===== config.mk =====
export PLATFORM = sky130hd
export DESIGN_NAME = pwm_pair_stage
export DESIGN_NICKNAME = d
export VERILOG_FILES = /design/src/rtl/pwm_stage_pkg.sv /design/src/rtl/pwm_cfg_regs.sv /design/src/rtl/pwm_pair_unit.sv /design/src/rtl/pwm_pin_mux.sv /design/src/rtl/pwm_pair_stage.sv
export SDC_FILE = /design/constraint.sdc
export NUM_CORES = 1
export LEC_CHECK = 0
export ABC_AREA = 1
export BUFFER_PORTS_ARGS = -buffer_cell sky130_fd_sc_hd__buf_4
export CAP_MARGIN = 20
export CORE_MARGIN = 8
export CORE_UTILIZATION = 39
export CTS_CLUSTER_SIZE = 24
export DETAILED_ROUTE_END_ITERATION = 10
export PLACE_DENSITY = 0.55
export SETUP_SLACK_MARGIN = 0.3
export SLEW_MARGIN = 20
export SYNTH_ARGS = -nofsm -noshare
export SYNTH_HDL_FRONTEND = slang
export SYNTH_HIERARCHICAL = 1
export SYNTH_SLANG_ARGS = --single-unit

===== constraint.sdc =====
create_clock -name clk_i -period 2.05 [get_ports clk_i]
set_input_delay 0.615 -clock clk_i [delete_from_list [all_inputs] [get_ports clk_i]]
set_output_delay 0.615 -clock clk_i [all_outputs]
set_load 0.01 [all_outputs]

===== src/rtl/pwm_stage_pkg.sv =====
package pwm_stage_pkg;

    localparam int PAIRS = 4;
    localparam int PINS  = 2 * PAIRS;
    localparam int EN_W  = 3;
    localparam int POL_W = 2;

    // write address map
    localparam int A_MODE  = 4;
    localparam int A_EN    = 5;
    localparam int A_OVCTL = 6;
    localparam int A_OVSTA = 7;
    localparam int A_OSYNC = 8;
    localparam int A_DEAD  = 9;
    localparam int A_POL   = 10;

    typedef enum logic [2:0] {
        P_IDLE,
        P_INDEP,
        P_DEAD_EVEN,
        P_EVEN_ON,
        P_DEAD_ODD,
        P_ODD_ON
    } pair_state_t;

    // enable code to pin mask
    function automatic logic [PINS-1:0] pin_mask(input logic [EN_W-1:0] code);
        logic [PINS-1:0] m;
        unique case (code)
            3'b000:  m = 8'h00;
            3'b001:  m = 8'h02;
            3'b010:  m = 8'h03;
            3'b011:  m = 8'h0F;
            3'b100:  m = 8'h3F;
            3'b101:  m = 8'hFF;
            3'b110:  m = 8'h0A;
            default: m = 8'hAA;
        endcase
        return m;
    endfunction

endpackage


===== src/rtl/pwm_cfg_regs.sv =====
module pwm_cfg_regs
    import pwm_stage_pkg::*;
#(
    parameter int CNT_W  = 12,
    parameter int FRAC_W = 2,
    parameter int DT_W   = 8,
    parameter int ADDR_W = 4
) (
    input  logic                                 clk_i,
    input  logic                                 rst_ni,
    input  logic                                 wr_en_i,
    input  logic [ADDR_W-1:0]                    wr_addr_i,
    input  logic [CNT_W+FRAC_W-1:0]              wr_data_i,
    input  logic                                 tb_wrap_i,
    output logic [PAIRS-1:0][CNT_W+FRAC_W-1:0]   duty_o,
    output logic [PAIRS-1:0]                     mode_o,
    output logic [EN_W-1:0]                      en_code_o,
    output logic [PINS-1:0]                      ovr_ctrl_o,
    output logic [PINS-1:0]                      ovr_state_o,
    output logic [DT_W-1:0]                      dt_o,
    output logic [POL_W-1:0]                     pol_o
);

    localparam int DUTY_W = CNT_W + FRAC_W;

    logic [PINS-1:0] ctl_sh_q, sta_sh_q;
    logic [PINS-1:0] ctl_sh_d, sta_sh_d;
    logic [PINS-1:0] ctl_eff_q, sta_eff_q;
    logic            osync_q;

    function automatic logic hit(input logic [ADDR_W-1:0] a, input int target);
        return a == ADDR_W'(target);
    endfunction

    // one duty word per pair, address equals pair index
    for (genvar g = 0; g < PAIRS; g++) begin : g_duty
        always_ff @(posedge clk_i or negedge rst_ni) begin
            if (!rst_ni) begin
                duty_o[g] <= '0;
            end else if (wr_en_i && hit(wr_addr_i, g)) begin
                duty_o[g] <= wr_data_i[DUTY_W-1:0];
            end
        end
    end

    always_ff @(posedge clk_i or negedge rst_ni) begin
        if (!rst_ni) begin
            mode_o    <= '0;
            en_code_o <= '0;
            dt_o      <= '0;
            pol_o     <= '0;
            osync_q   <= 1'b0;
        end else if (wr_en_i) begin
            if (hit(wr_addr_i, A_MODE))  mode_o    <= wr_data_i[PAIRS-1:0];
            if (hit(wr_addr_i, A_EN))    en_code_o <= wr_data_i[EN_W-1:0];
            if (hit(wr_addr_i, A_DEAD))  dt_o      <= wr_data_i[DT_W-1:0];
            if (hit(wr_addr_i, A_POL))   pol_o     <= wr_data_i[POL_W-1:0];
            if (hit(wr_addr_i, A_OSYNC)) osync_q   <= wr_data_i[0];
        end
    end

    // override shadow: value as written
    always_comb begin
        ctl_sh_d = ctl_sh_q;
        sta_sh_d = sta_sh_q;
        if (wr_en_i && hit(wr_addr_i, A_OVCTL)) ctl_sh_d = wr_data_i[PINS-1:0];
        if (wr_en_i && hit(wr_addr_i, A_OVSTA)) sta_sh_d = wr_data_i[PINS-1:0];
    end

    always_ff @(posedge clk_i or negedge rst_ni) begin
        if (!rst_ni) begin
            ctl_sh_q <= '1;
            sta_sh_q <= '0;
        end else begin
            ctl_sh_q <= ctl_sh_d;
            sta_sh_q <= sta_sh_d;
        end
    end

    // effective override: immediate, or only on a time-base boundary
    always_ff @(posedge clk_i or negedge rst_ni) begin
        if (!rst_ni) begin
            ctl_eff_q <= '1;
            sta_eff_q <= '0;
        end else if (!osync_q || tb_wrap_i) begin
            ctl_eff_q <= ctl_sh_d;
            sta_eff_q <= sta_sh_d;
        end
    end

    assign ovr_ctrl_o  = ctl_eff_q;
    assign ovr_state_o = sta_eff_q;


    sync_hold_chk: assert property (@(posedge clk_i) disable iff (!rst_ni)
        (osync_q && !tb_wrap_i) |=> ($stable(sta_eff_q) && $stable(ctl_eff_q)));

endmodule


===== src/rtl/pwm_pair_unit.sv =====
module pwm_pair_unit
    import pwm_stage_pkg::*;
#(
    parameter int CNT_W  = 12,
    parameter int FRAC_W = 2,
    parameter int DT_W   = 8
) (
    input  logic                    clk_i,
    input  logic                    rst_ni,
    input  logic [CNT_W-1:0]        count_i,
    input  logic [CNT_W+FRAC_W-1:0] duty_i,
    input  logic                    indep_i,
    input  logic                    hold_i,
    input  logic [DT_W-1:0]         dt_i,
    output logic                    even_act_o,
    output logic                    odd_act_o
);

    localparam int DUTY_W = CNT_W + FRAC_W;

    pair_state_t     state_q, state_d;
    logic [DT_W-1:0] cnt_q, cnt_d;
    logic            ind_q;
    logic            cmp;
    logic            no_dead;
    pair_state_t     go_even, go_odd;
    logic [DT_W-1:0] dt_load;

    assign cmp     = {count_i, {FRAC_W{1'b0}}} < DUTY_W'(duty_i);
    assign no_dead = (dt_i == '0);
    assign go_even = no_dead ? P_EVEN_ON : P_DEAD_EVEN;
    assign go_odd  = no_dead ? P_ODD_ON  : P_DEAD_ODD;
    assign dt_load = dt_i - DT_W'(1);

    // state register
    always_ff @(posedge clk_i or negedge rst_ni) begin
        if (!rst_ni) begin
            state_q <= P_IDLE;
            cnt_q   <= '0;
            ind_q   <= 1'b0;
        end else begin
            state_q <= state_d;
            cnt_q   <= cnt_d;
            ind_q   <= cmp && !hold_i;
        end
    end

    // next state
    always_comb begin
        state_d = state_q;
        cnt_d   = cnt_q;
        if (hold_i) begin
            state_d = P_IDLE;
            cnt_d   = '0;
        end else if (indep_i) begin
            state_d = P_INDEP;
        end else begin
            unique case (state_q)
                P_IDLE, P_INDEP: begin
                    state_d = cmp ? go_even : go_odd;
                    cnt_d   = dt_load;
                end
                P_EVEN_ON: begin
                    if (!cmp) begin
                        state_d = go_odd;
                        cnt_d   = dt_load;
                    end
                end
                P_ODD_ON: begin
                    if (cmp) begin
                        state_d = go_even;
                        cnt_d   = dt_load;
                    end
                end
                P_DEAD_EVEN: begin
                    if (!cmp) begin
                        state_d = go_odd;
                        cnt_d   = dt_load;
                    end else if (cnt_q == '0) begin
                        state_d = P_EVEN_ON;
                    end else begin
                        cnt_d = cnt_q - DT_W'(1);
                    end
                end
                P_DEAD_ODD: begin
                    if (cmp) begin
                        state_d = go_even;
                        cnt_d   = dt_load;
                    end else if (cnt_q == '0) begin
                        state_d = P_ODD_ON;
                    end else begin
                        cnt_d = cnt_q - DT_W'(1);
                    end
                end
                default: state_d = P_IDLE;
            endcase
        end
    end

    // outputs
    always_comb begin
        even_act_o = 1'b0;
        odd_act_o  = 1'b0;
        unique case (state_q)
            P_INDEP: begin
                even_act_o = ind_q;
                odd_act_o  = ind_q;
            end
            P_EVEN_ON: even_act_o = 1'b1;
            P_ODD_ON:  odd_act_o  = 1'b1;
            default: ;
        endcase
    end


    dead_even_chk: assert property (@(posedge clk_i) disable iff (!rst_ni)
        (state_q == P_EVEN_ON && $past(state_q) != P_EVEN_ON && $past(dt_i) != '0)
        |-> $past(state_q) == P_DEAD_EVEN);


    dead_odd_chk: assert property (@(posedge clk_i) disable iff (!rst_ni)
        (state_q == P_ODD_ON && $past(state_q) != P_ODD_ON && $past(dt_i) != '0)
        |-> $past(state_q) == P_DEAD_ODD);


    comp_excl_chk: assert property (@(posedge clk_i) disable iff (!rst_ni)
        (state_q != P_INDEP) |-> !(even_act_o && odd_act_o));


    zero_duty_chk: assert property (@(posedge clk_i) disable iff (!rst_ni)
        $past(duty_i == '0) |-> !ind_q);

endmodule


===== src/rtl/pwm_pin_mux.sv =====
module pwm_pin_mux
    import pwm_stage_pkg::*;
(
    input  logic              clk_i,
    input  logic              rst_ni,
    input  logic [EN_W-1:0]   en_code_i,
    input  logic [PINS-1:0]   ovr_ctrl_i,
    input  logic [PINS-1:0]   ovr_state_i,
    input  logic [POL_W-1:0]  pol_i,
    input  logic [PINS-1:0]   act_i,
    output logic [PINS-1:0]   pin_en_o,
    output logic [PINS-1:0]   pwm_out_o
);

    assign pin_en_o = pin_mask(en_code_i);

    for (genvar i = 0; i < PINS; i++) begin : g_pin
        logic level;
        assign level        = ovr_ctrl_i[i] ? act_i[i] : ovr_state_i[i];
        assign pwm_out_o[i] = pin_en_o[i] & (level ^ pol_i[i % 2]);
    end


    en_off_chk: assert property (@(posedge clk_i) disable iff (!rst_ni)
        (en_code_i == '0) |-> (pwm_out_o == '0));

endmodule


===== src/rtl/pwm_pair_stage.sv =====
module pwm_pair_stage
    import pwm_stage_pkg::*;
#(
    parameter int CNT_W  = 12,
    parameter int FRAC_W = 2,
    parameter int DT_W   = 8,
    parameter int ADDR_W = 4
) (
    input  logic                    clk_i,
    input  logic                    rst_ni,
    input  logic [CNT_W-1:0]        tb_count_i,
    input  logic                    tb_wrap_i,
    input  logic                    wr_en_i,
    input  logic [ADDR_W-1:0]       wr_addr_i,
    input  logic [CNT_W+FRAC_W-1:0] wr_data_i,
    output logic [PINS-1:0]         pwm_out_o
);

    localparam int DUTY_W = CNT_W + FRAC_W;

    logic [PAIRS-1:0][DUTY_W-1:0] duty;
    logic [PAIRS-1:0]             mode;
    logic [EN_W-1:0]              en_code;
    logic [PINS-1:0]              ovr_ctrl, ovr_state;
    logic [DT_W-1:0]              dt;
    logic [POL_W-1:0]             pol;
    logic [PINS-1:0]              pin_en;
    logic [PINS-1:0]              act;

    pwm_cfg_regs #(
        .CNT_W  (CNT_W),
        .FRAC_W (FRAC_W),
        .DT_W   (DT_W),
        .ADDR_W (ADDR_W)
    ) u_regs (
        .clk_i       (clk_i),
        .rst_ni      (rst_ni),
        .wr_en_i     (wr_en_i),
        .wr_addr_i   (wr_addr_i),
        .wr_data_i   (wr_data_i),
        .tb_wrap_i   (tb_wrap_i),
        .duty_o      (duty),
        .mode_o      (mode),
        .en_code_o   (en_code),
        .ovr_ctrl_o  (ovr_ctrl),
        .ovr_state_o (ovr_state),
        .dt_o        (dt),
        .pol_o       (pol)
    );

    for (genvar g = 0; g < PAIRS; g++) begin : g_pair
        logic hold;
        assign hold = !(pin_en[2*g] || pin_en[2*g+1]);

        pwm_pair_unit #(
            .CNT_W  (CNT_W),
            .FRAC_W (FRAC_W),
            .DT_W   (DT_W)
        ) u_pair (
            .clk_i      (clk_i),
            .rst_ni     (rst_ni),
            .count_i    (tb_count_i),
            .duty_i     (duty[g]),
            .indep_i    (mode[g]),
            .hold_i     (hold),
            .dt_i       (dt),
            .even_act_o (act[2*g]),
            .odd_act_o  (act[2*g+1])
        );
    end

    pwm_pin_mux u_mux (
        .clk_i       (clk_i),
        .rst_ni      (rst_ni),
        .en_code_i   (en_code),
        .ovr_ctrl_i  (ovr_ctrl),
        .ovr_state_i (ovr_state),
        .pol_i       (pol),
        .act_i       (act),
        .pin_en_o    (pin_en),
        .pwm_out_o   (pwm_out_o)
    );

endmodule


# Yosys cells after proc, flatten, opt, wreduce, memory -nomap -nowiden
# Index checks and enable logic that the tools add are counted.
[totals] output_inout_bits=8 in_bits=34 wordCells=255 ff_bits=154
[classes] addsub=5 reduce_logical=44 n_lt_le_gt_ge=4 n_mux=93 n_eq_ne=68 n_bitwise=16
[ops] op="8-bit 2-to-1 mux" count=30
[ops] op="8-bit case mux with 5 select lines" count=4
[ops] op="3-bit 2-to-1 mux" count=36
[ops] op="3-bit case mux with 5 select lines" count=4
[ops] op="14-bit less-than comparator" count=4
[ops] op="8-bit case mux with 7 select lines" count=1
[ops] op="8-bit logical NOT" count=5
[ops] op="8-bit by 1-bit subtractor with 8-bit output (second input constant)" count=5
[ops] op="3-bit equality test (second input constant)" count=11
[ops] op="4-bit AND reduction" count=8
[ops] op="3-bit by 2-bit equality test with 1-bit output (second input constant)" count=10
[ops] op="6-bit by 1-bit != test with 1-bit output (second input constant)" count=4
[ops] op="5-bit by 3-bit != test with 1-bit output (second input constant)" count=4
[ops] op="5-bit != test (second input constant)" count=4
[ops] op="4-bit by 3-bit equality test with 1-bit output (second input constant)" count=4
[ops] op="4-bit by 3-bit != test with 1-bit output (second input constant)" count=4
[ops] op="4-bit != test (second input constant)" count=4
[ops] op="1-bit case mux with 2 select lines" count=8
[ops] op="3-bit by 1-bit equality test with 1-bit output (second input constant)" count=5
[ops] op="3-bit logical NOT" count=5
[ops] op="4-bit equality test (second input constant)" count=3
[ops] op="3-bit by 2-bit != test with 1-bit output (second input constant)" count=4
[ops] op="3-bit != test (second input constant)" count=4
[ops] op="1-bit logical AND" count=10
[ops] op="11 further kinds" count=49

# Longest topological paths before layout
[depth] depth_word=6 ltp_mapped=15 ltp_nobuf=15

# By module
# The synthesis kept the hierarchy.
[by_module_without_submodules] module="pwm_cfg_regs" cells_per_inst=414 area_per_inst_um2=4297.9 n_inst=1
[by_module_without_submodules] module="pwm_pair_unit (g_pair[0].u_pair ...)" cells_per_inst=214 area_per_inst_um2=1431.4 n_inst=3
[by_module_without_submodules] module="pwm_pair_unit (g_pair[3].u_pair)" cells_per_inst=214 area_per_inst_um2=1433.9 n_inst=1
[by_module_without_submodules] module="pwm_pin_mux" cells_per_inst=82 area_per_inst_um2=347.8 n_inst=1
[by_module_without_submodules] module="pwm_pair_stage" cells_per_inst=4 area_per_inst_um2=15.0 n_inst=1

# Worst setup path after synthesis
# Ideal clock, no wire load.
[synth_path] path_type="input-to-reg" from="input port tb_count_i[11]" to="register g_pair[3].u_pair.cnt_q[0]" path_stages=12 t_arrival_ps=1954 slack_ps=31 setup_time_ps=65 n_path_buf=0 path_cell_list="ha_1 > nand2_2 > inv_1 > nand2_1 > nand2_2 > a21oi_4 > nand2_4 > nand2_2 > nand4_4 > nor2_8 > nand2_1 > nand2_1"
[synth_between] elab_chain_cells=5 word_cells_on_any_way=9 classes_between="order compare: 1; eq/ne: 2; mux: 5; reduce/logical: 1"
[synth_lines] item="from (decl)" line="pwm_pair_stage.sv:11" source="input logic [CNT_W-1:0] tb_count_i,"
[synth_lines] item="14-bit less-than comparator *" line="pwm_pair_unit.sv:29" source="assign cmp = {count_i, {FRAC_W{1'b0}}} < DUTY_W'(duty_i);"
[synth_lines] item="8-bit 2-to-1 mux (on tied branches)" line="pwm_pair_unit.sv:86, pwm_pair_unit.sv:76"
[synth_lines] item="8-bit case mux with 5 select lines" line="pwm_pair_unit.sv:58" source="unique case (state_q)"
[synth_lines] item="8-bit 2-to-1 mux" line="pwm_pair_unit.sv:55" source="end else if (indep_i) begin"
[synth_lines] item="8-bit 2-to-1 mux" line="pwm_pair_unit.sv:52" source="if (hold_i) begin"
[synth_lines] item="to (signal assigned)" line="pwm_pair_unit.sv:43" source="cnt_q <= cnt_d;"
[synth_lines] item="to (decl)" line="pwm_pair_unit.sv:22" source="logic [DT_W-1:0] cnt_q, cnt_d;"
# Mark *: on every way between the ends. The rest lies on a longest branch, timed or not. The select of a mux whose other input is x is not followed.
# A chain may end at the register's enable or synchronous reset.

# Worst setup path in the final report
[layout_path] from="register g_pair[2].u_pair.state_q[1]" to="output port pwm_out_o[5]"
[layout_between] elab_chain_cells=5 word_cells_on_any_way=6 classes_between="eq/ne: 2; mux: 2; bitwise: 2"
[layout_lines] item="from (decl)" line="pwm_pair_unit.sv:21" source="pair_state_t state_q, state_d;"
[layout_lines] item="from (signal assigned)" line="pwm_pair_unit.sv:42" source="state_q <= state_d;"
[layout_lines] item="3-bit equality test / 3-bit by 1-bit equality test with 1-bit output (equally long branches)" line="pwm_pair_unit.sv:104" source="unique case (state_q)"
[layout_lines] item="1-bit case mux with 2 select lines *" line="pwm_pair_unit.sv:104"
[layout_lines] item="net act[5]" line="pwm_pair_stage.sv:28" source="logic [PINS-1:0] act;"
[layout_lines] item="1-bit 2-to-1 mux *" line="pwm_pin_mux.sv:19" source="assign level = ovr_ctrl_i[i] ? act_i[i] : ovr_state_i[i];"
[layout_lines] item="1-bit XOR *" line="pwm_pin_mux.sv:20" source="assign pwm_out_o[i] = pin_en_o[i] & (level ^ pol_i[i % 2]);"
[layout_lines] item="1-bit bitwise AND *" line="pwm_pin_mux.sv:20"
[layout_lines] item="to (decl)" line="pwm_pair_stage.sv:16" source="output logic [PINS-1:0] pwm_out_o"
# Mark *: on every way through the listed nets, which the timed path passes. The rest lies on a longest branch.

==> flow_metrics.env <==
export IMPL_yosys_top_cells_area="dfrtp_1 (33%), nand2_1 (13%), ha_1 (7.3%)"
export IMPL_antenna_found_initial=0
export IMPL_finalNetCount=1610
export IMPL_max_slew_margin_rel_pct=61.5
export IMPL_layout_cells_most_common_list="nand2_1 (294), inv_1 (144), dfrtp_1 (137), buf_4 (108), nor2_1 (79)"
export IMPL_num_vias=9148
export IMPL_synth_top_cell_by_area="dfrtp_1"
export IMPL_io_pins=42
export IMPL_worstPathArrival_ps=1700
export IMPL_total_power_mw=16.9
export IMPL_die_w_um=179
export IMPL_hold_viol=0
export IMPL_async_flop_share_pct=100
export IMPL_syn_instance_count=1356
export IMPL_multi_input_area_mm2=0.00697
export IMPL_die_h_um=179
export IMPL_via_per_inst=4.91
export IMPL_core_area_mm2=0.0261
export IMPL_final_cells=1863
export IMPL_antenna_left=0
export IMPL_drtIter0Drc=425
export IMPL_synth_top_area_share_pct=33.2
export IMPL_ff2ff_setup_slack_ps=-20
export IMPL_area_growth_pct=34.3
export IMPL_r2r_end="g_pair[2].u_pair/state_q[0]$_DFFE_PN0P_"
export IMPL_routedWlPerCell_um=15.2
export IMPL_grt_pass1_wl_mm=46.7
export IMPL_synth_edf_count=0
export IMPL_yosys_warnings=6
export IMPL_clkTransAtPathRegs_ps=60
export IMPL_clockRootBuffer="clkbuf_16"
export IMPL_fin_util_pct=53.4
export IMPL_num_fill_cells=2426
export IMPL_clockBufferDepth=2
export IMPL_hold_path_class="in2async"
export IMPL_setup_tns_ps=-1740
export IMPL_min_period_over_period_pct=113
export IMPL_fmax_mhz=432
export IMPL_final_common_cell="nand2_1"
export IMPL_status="complete, but fails checks"
export IMPL_grt_max_degree=39
export IMPL_ys_seq_area_share_pct=37.3
export IMPL_routed_wl_mm=28.4
export IMPL_synth_main_ff_cell="dfrtp_1"
export IMPL_dp_cells=1773
export IMPL_hold_slack_ps=130
export IMPL_num_antenna_cells=0
export IMPL_syn_nets=1451
export IMPL_cp_end_kind="output port"
export IMPL_cts_sinks=154
export IMPL_regToRegStartpoint="g_pair[2].u_pair/state_q[1]$_DFFE_PN0P_"
export IMPL_critPathRequiredTime_ps=1430
export IMPL_skew_ps=14.3
export IMPL_rsz0062_at_grt="true"
export IMPL_drive_gt1_share_pct=36.3
export IMPL_hpwl_mm=20.0
export IMPL_critPathLaunchType="flip-flop"
export IMPL_gp_congestion=0.865
export IMPL_synth_cell_types=37
export IMPL_violations="negative setup slack"
export IMPL_postPlaceCellArea_mm2=0.0119
export IMPL_grt_pass1_vias=9092
export IMPL_cts_tree="yes"
export IMPL_clk_latency_ps=430
export IMPL_cts_htree_levels=4
export IMPL_worst_slack_ps=-266
export IMPL_p_per_area_mw_per_mm2=1210
export IMPL_maxCapViolCount=0
export IMPL_critPathKind="reg2out"
export IMPL_io_buffer_count=41
export IMPL_drc=0
export IMPL_row_count=59
export IMPL_total_leakage_power_nw=6.67
export IMPL_start_util_pct=39.8
export IMPL_report_final_slew_viol_count=0
export IMPL_cts_made_buffers=17
export IMPL_die_area_mm2=0.0321
export IMPL_min_period_ps=2320
export IMPL_setup_viol=9
export IMPL_regArea_mm2=0.00387
export IMPL_worst_pin_slew_ps=578
export IMPL_globalRouteOverflowTotal=0
export IMPL_grt_use_total_pct=18.4
export IMPL_synth_seq_cells=154
export IMPL_syn_avg_cell_area_um2=7.66
export IMPL_drt_pass1_iterations=5
export IMPL_dp_slack_ps=-368
export IMPL_syn_area_mm2=0.0104
export IMPL_reg2reg_depth=18
export IMPL_path_max_fanout=3
export IMPL_max_vdd_ir_drop_uv=483
export IMPL_final_area_mm2=0.0140
[power by group]
group | switching, mW | internal [mW] | total [mW] | leakage, nW
clock network | 1.43 | 1.63 | 3.06 | 0.276
logic | 5.17 | 3.89 | 9.06 | 4.51
registers | 0.853 | 3.96 | 4.81 | 1.88
total | 7.45 | 9.48 | 16.9 | 6.67
[state kept, by name (all words and copies together) (netlist names)]
| signal | cells |
|---|---|
| u_regs/duty_o | 56 |
| u_regs/ovr_ctrl_o | 8 |
| u_regs/ovr_state_o | 8 |
| u_regs/dt_o | 8 |
| u_regs/en_code_o | 3 |
| u_regs/osync_q | 1 |
| g_pair.u_pair/state_q | 12 |
| g_pair.u_pair/ind_q | 4 |
| u_regs/pol_o | 2 |
| u_regs/mode_o | 4 |
| u_regs/ctl_sh_q | 8 |
| u_regs/sta_sh_q | 8 |
| g_pair.u_pair/cnt_q | 32 |
[what timing repair did]
action	in CTS	in global routing
setup buffers	36	20
setup endpoints to repair	52	54
hold buffers	0	0
pin swaps	118	91
cloned	2	0
gates resized for setup	189	124
[final cells by class]
class | count | share of cell area, %
multi-input combinational | 991 | 49.9
sequential | 154 | 27.8
timing repair buffer | 152 | 9.80
inverter | 199 | 5.40
clock buffer | 18 | 3.15
tap | 335 | 3.00
clock inverter | 14 | 0.942
[cell usage after synthesis, types with 5 or more instances]
master,count
a21oi_1,44
and2_1,20
buf_6,11
clkinv_1,5
dfrtp_1,138
dfstp_2,16
ha_1,61
inv_1,189
inv_2,5
nand2_1,370
nand2_2,25
nand3_1,96
nand3_2,11
nand4_1,9
nand4_4,6
nor2_1,101
nor2_2,6
nor2_4,8
nor2_8,5
nor3_1,16
o21ai_0,73
o21ai_1,16
o21ai_2,25
o21bai_1,16
xnor2_1,12
xor2_1,32
[logic make-up (layout without fill, tap and decap cells)]
| logic type | count (synthesis) | count (layout) | synth area share (%) |
|---|---|---|---|
| and+or+nand+nor | 690 | 692 | 31.7 |
| DFF | 154 | 154 | 37.3 |
| buffers and inverters | 213 | 383 | 8.49 |
| AOI/OAI and AO/OA | 194 | 194 | 11.5 |
| adders and majority gates | 61 | 61 | 7.35 |
| xor gates and xnor gates | 44 | 44 | 3.71 |
[worst max path at each step]
stage,slack (ps),end,startpoint
2_1_floorplan,120,g_pair[3].u_pair/cnt_q[1]$_DFFE_PN0P_,tb_count_i[5]
3_3_place_gp,-360,g_pair[0].u_pair/cnt_q[5]$_DFFE_PN0P_,tb_count_i[3]
3_5_place_dp,-370,g_pair[0].u_pair/cnt_q[5]$_DFFE_PN0P_,tb_count_i[3]
4_1_cts,-340,pwm_out_o[2],g_pair[1].u_pair/state_q[1]$_DFFE_PN0P_
5_1_grt,-370,pwm_out_o[2],g_pair[1].u_pair/state_q[1]$_DFFE_PN0P_
6_report,-270,pwm_out_o[5],g_pair[2].u_pair/state_q[1]$_DFFE_PN0P_
[critical path, stage by stage (launching register included)]
cell	delay [ps]
dfrtp_1	410
buf_6	130
nor2_4	80
inv_2	50
a21oi_2	110
inv_2	50
nand2_2	80
a21oi_2	60
nor2_2	170
buf_6	130
[layer usage]
| layer | track usage [%] | vias to the layer above | share of wire [%] |
|---|---|---|---|
| met3 | 2.36 | 36 | 2.4 |
| li1 | - | 4688 | - |
| met1 | 25.1 | 4299 | 48 |
| met5 | 0 | - | 0 |
| met4 | 5.48 | 0 | 1.8 |
| met2 | 30.0 | 125 | 47 |
(Power assumes the default switching activity.)
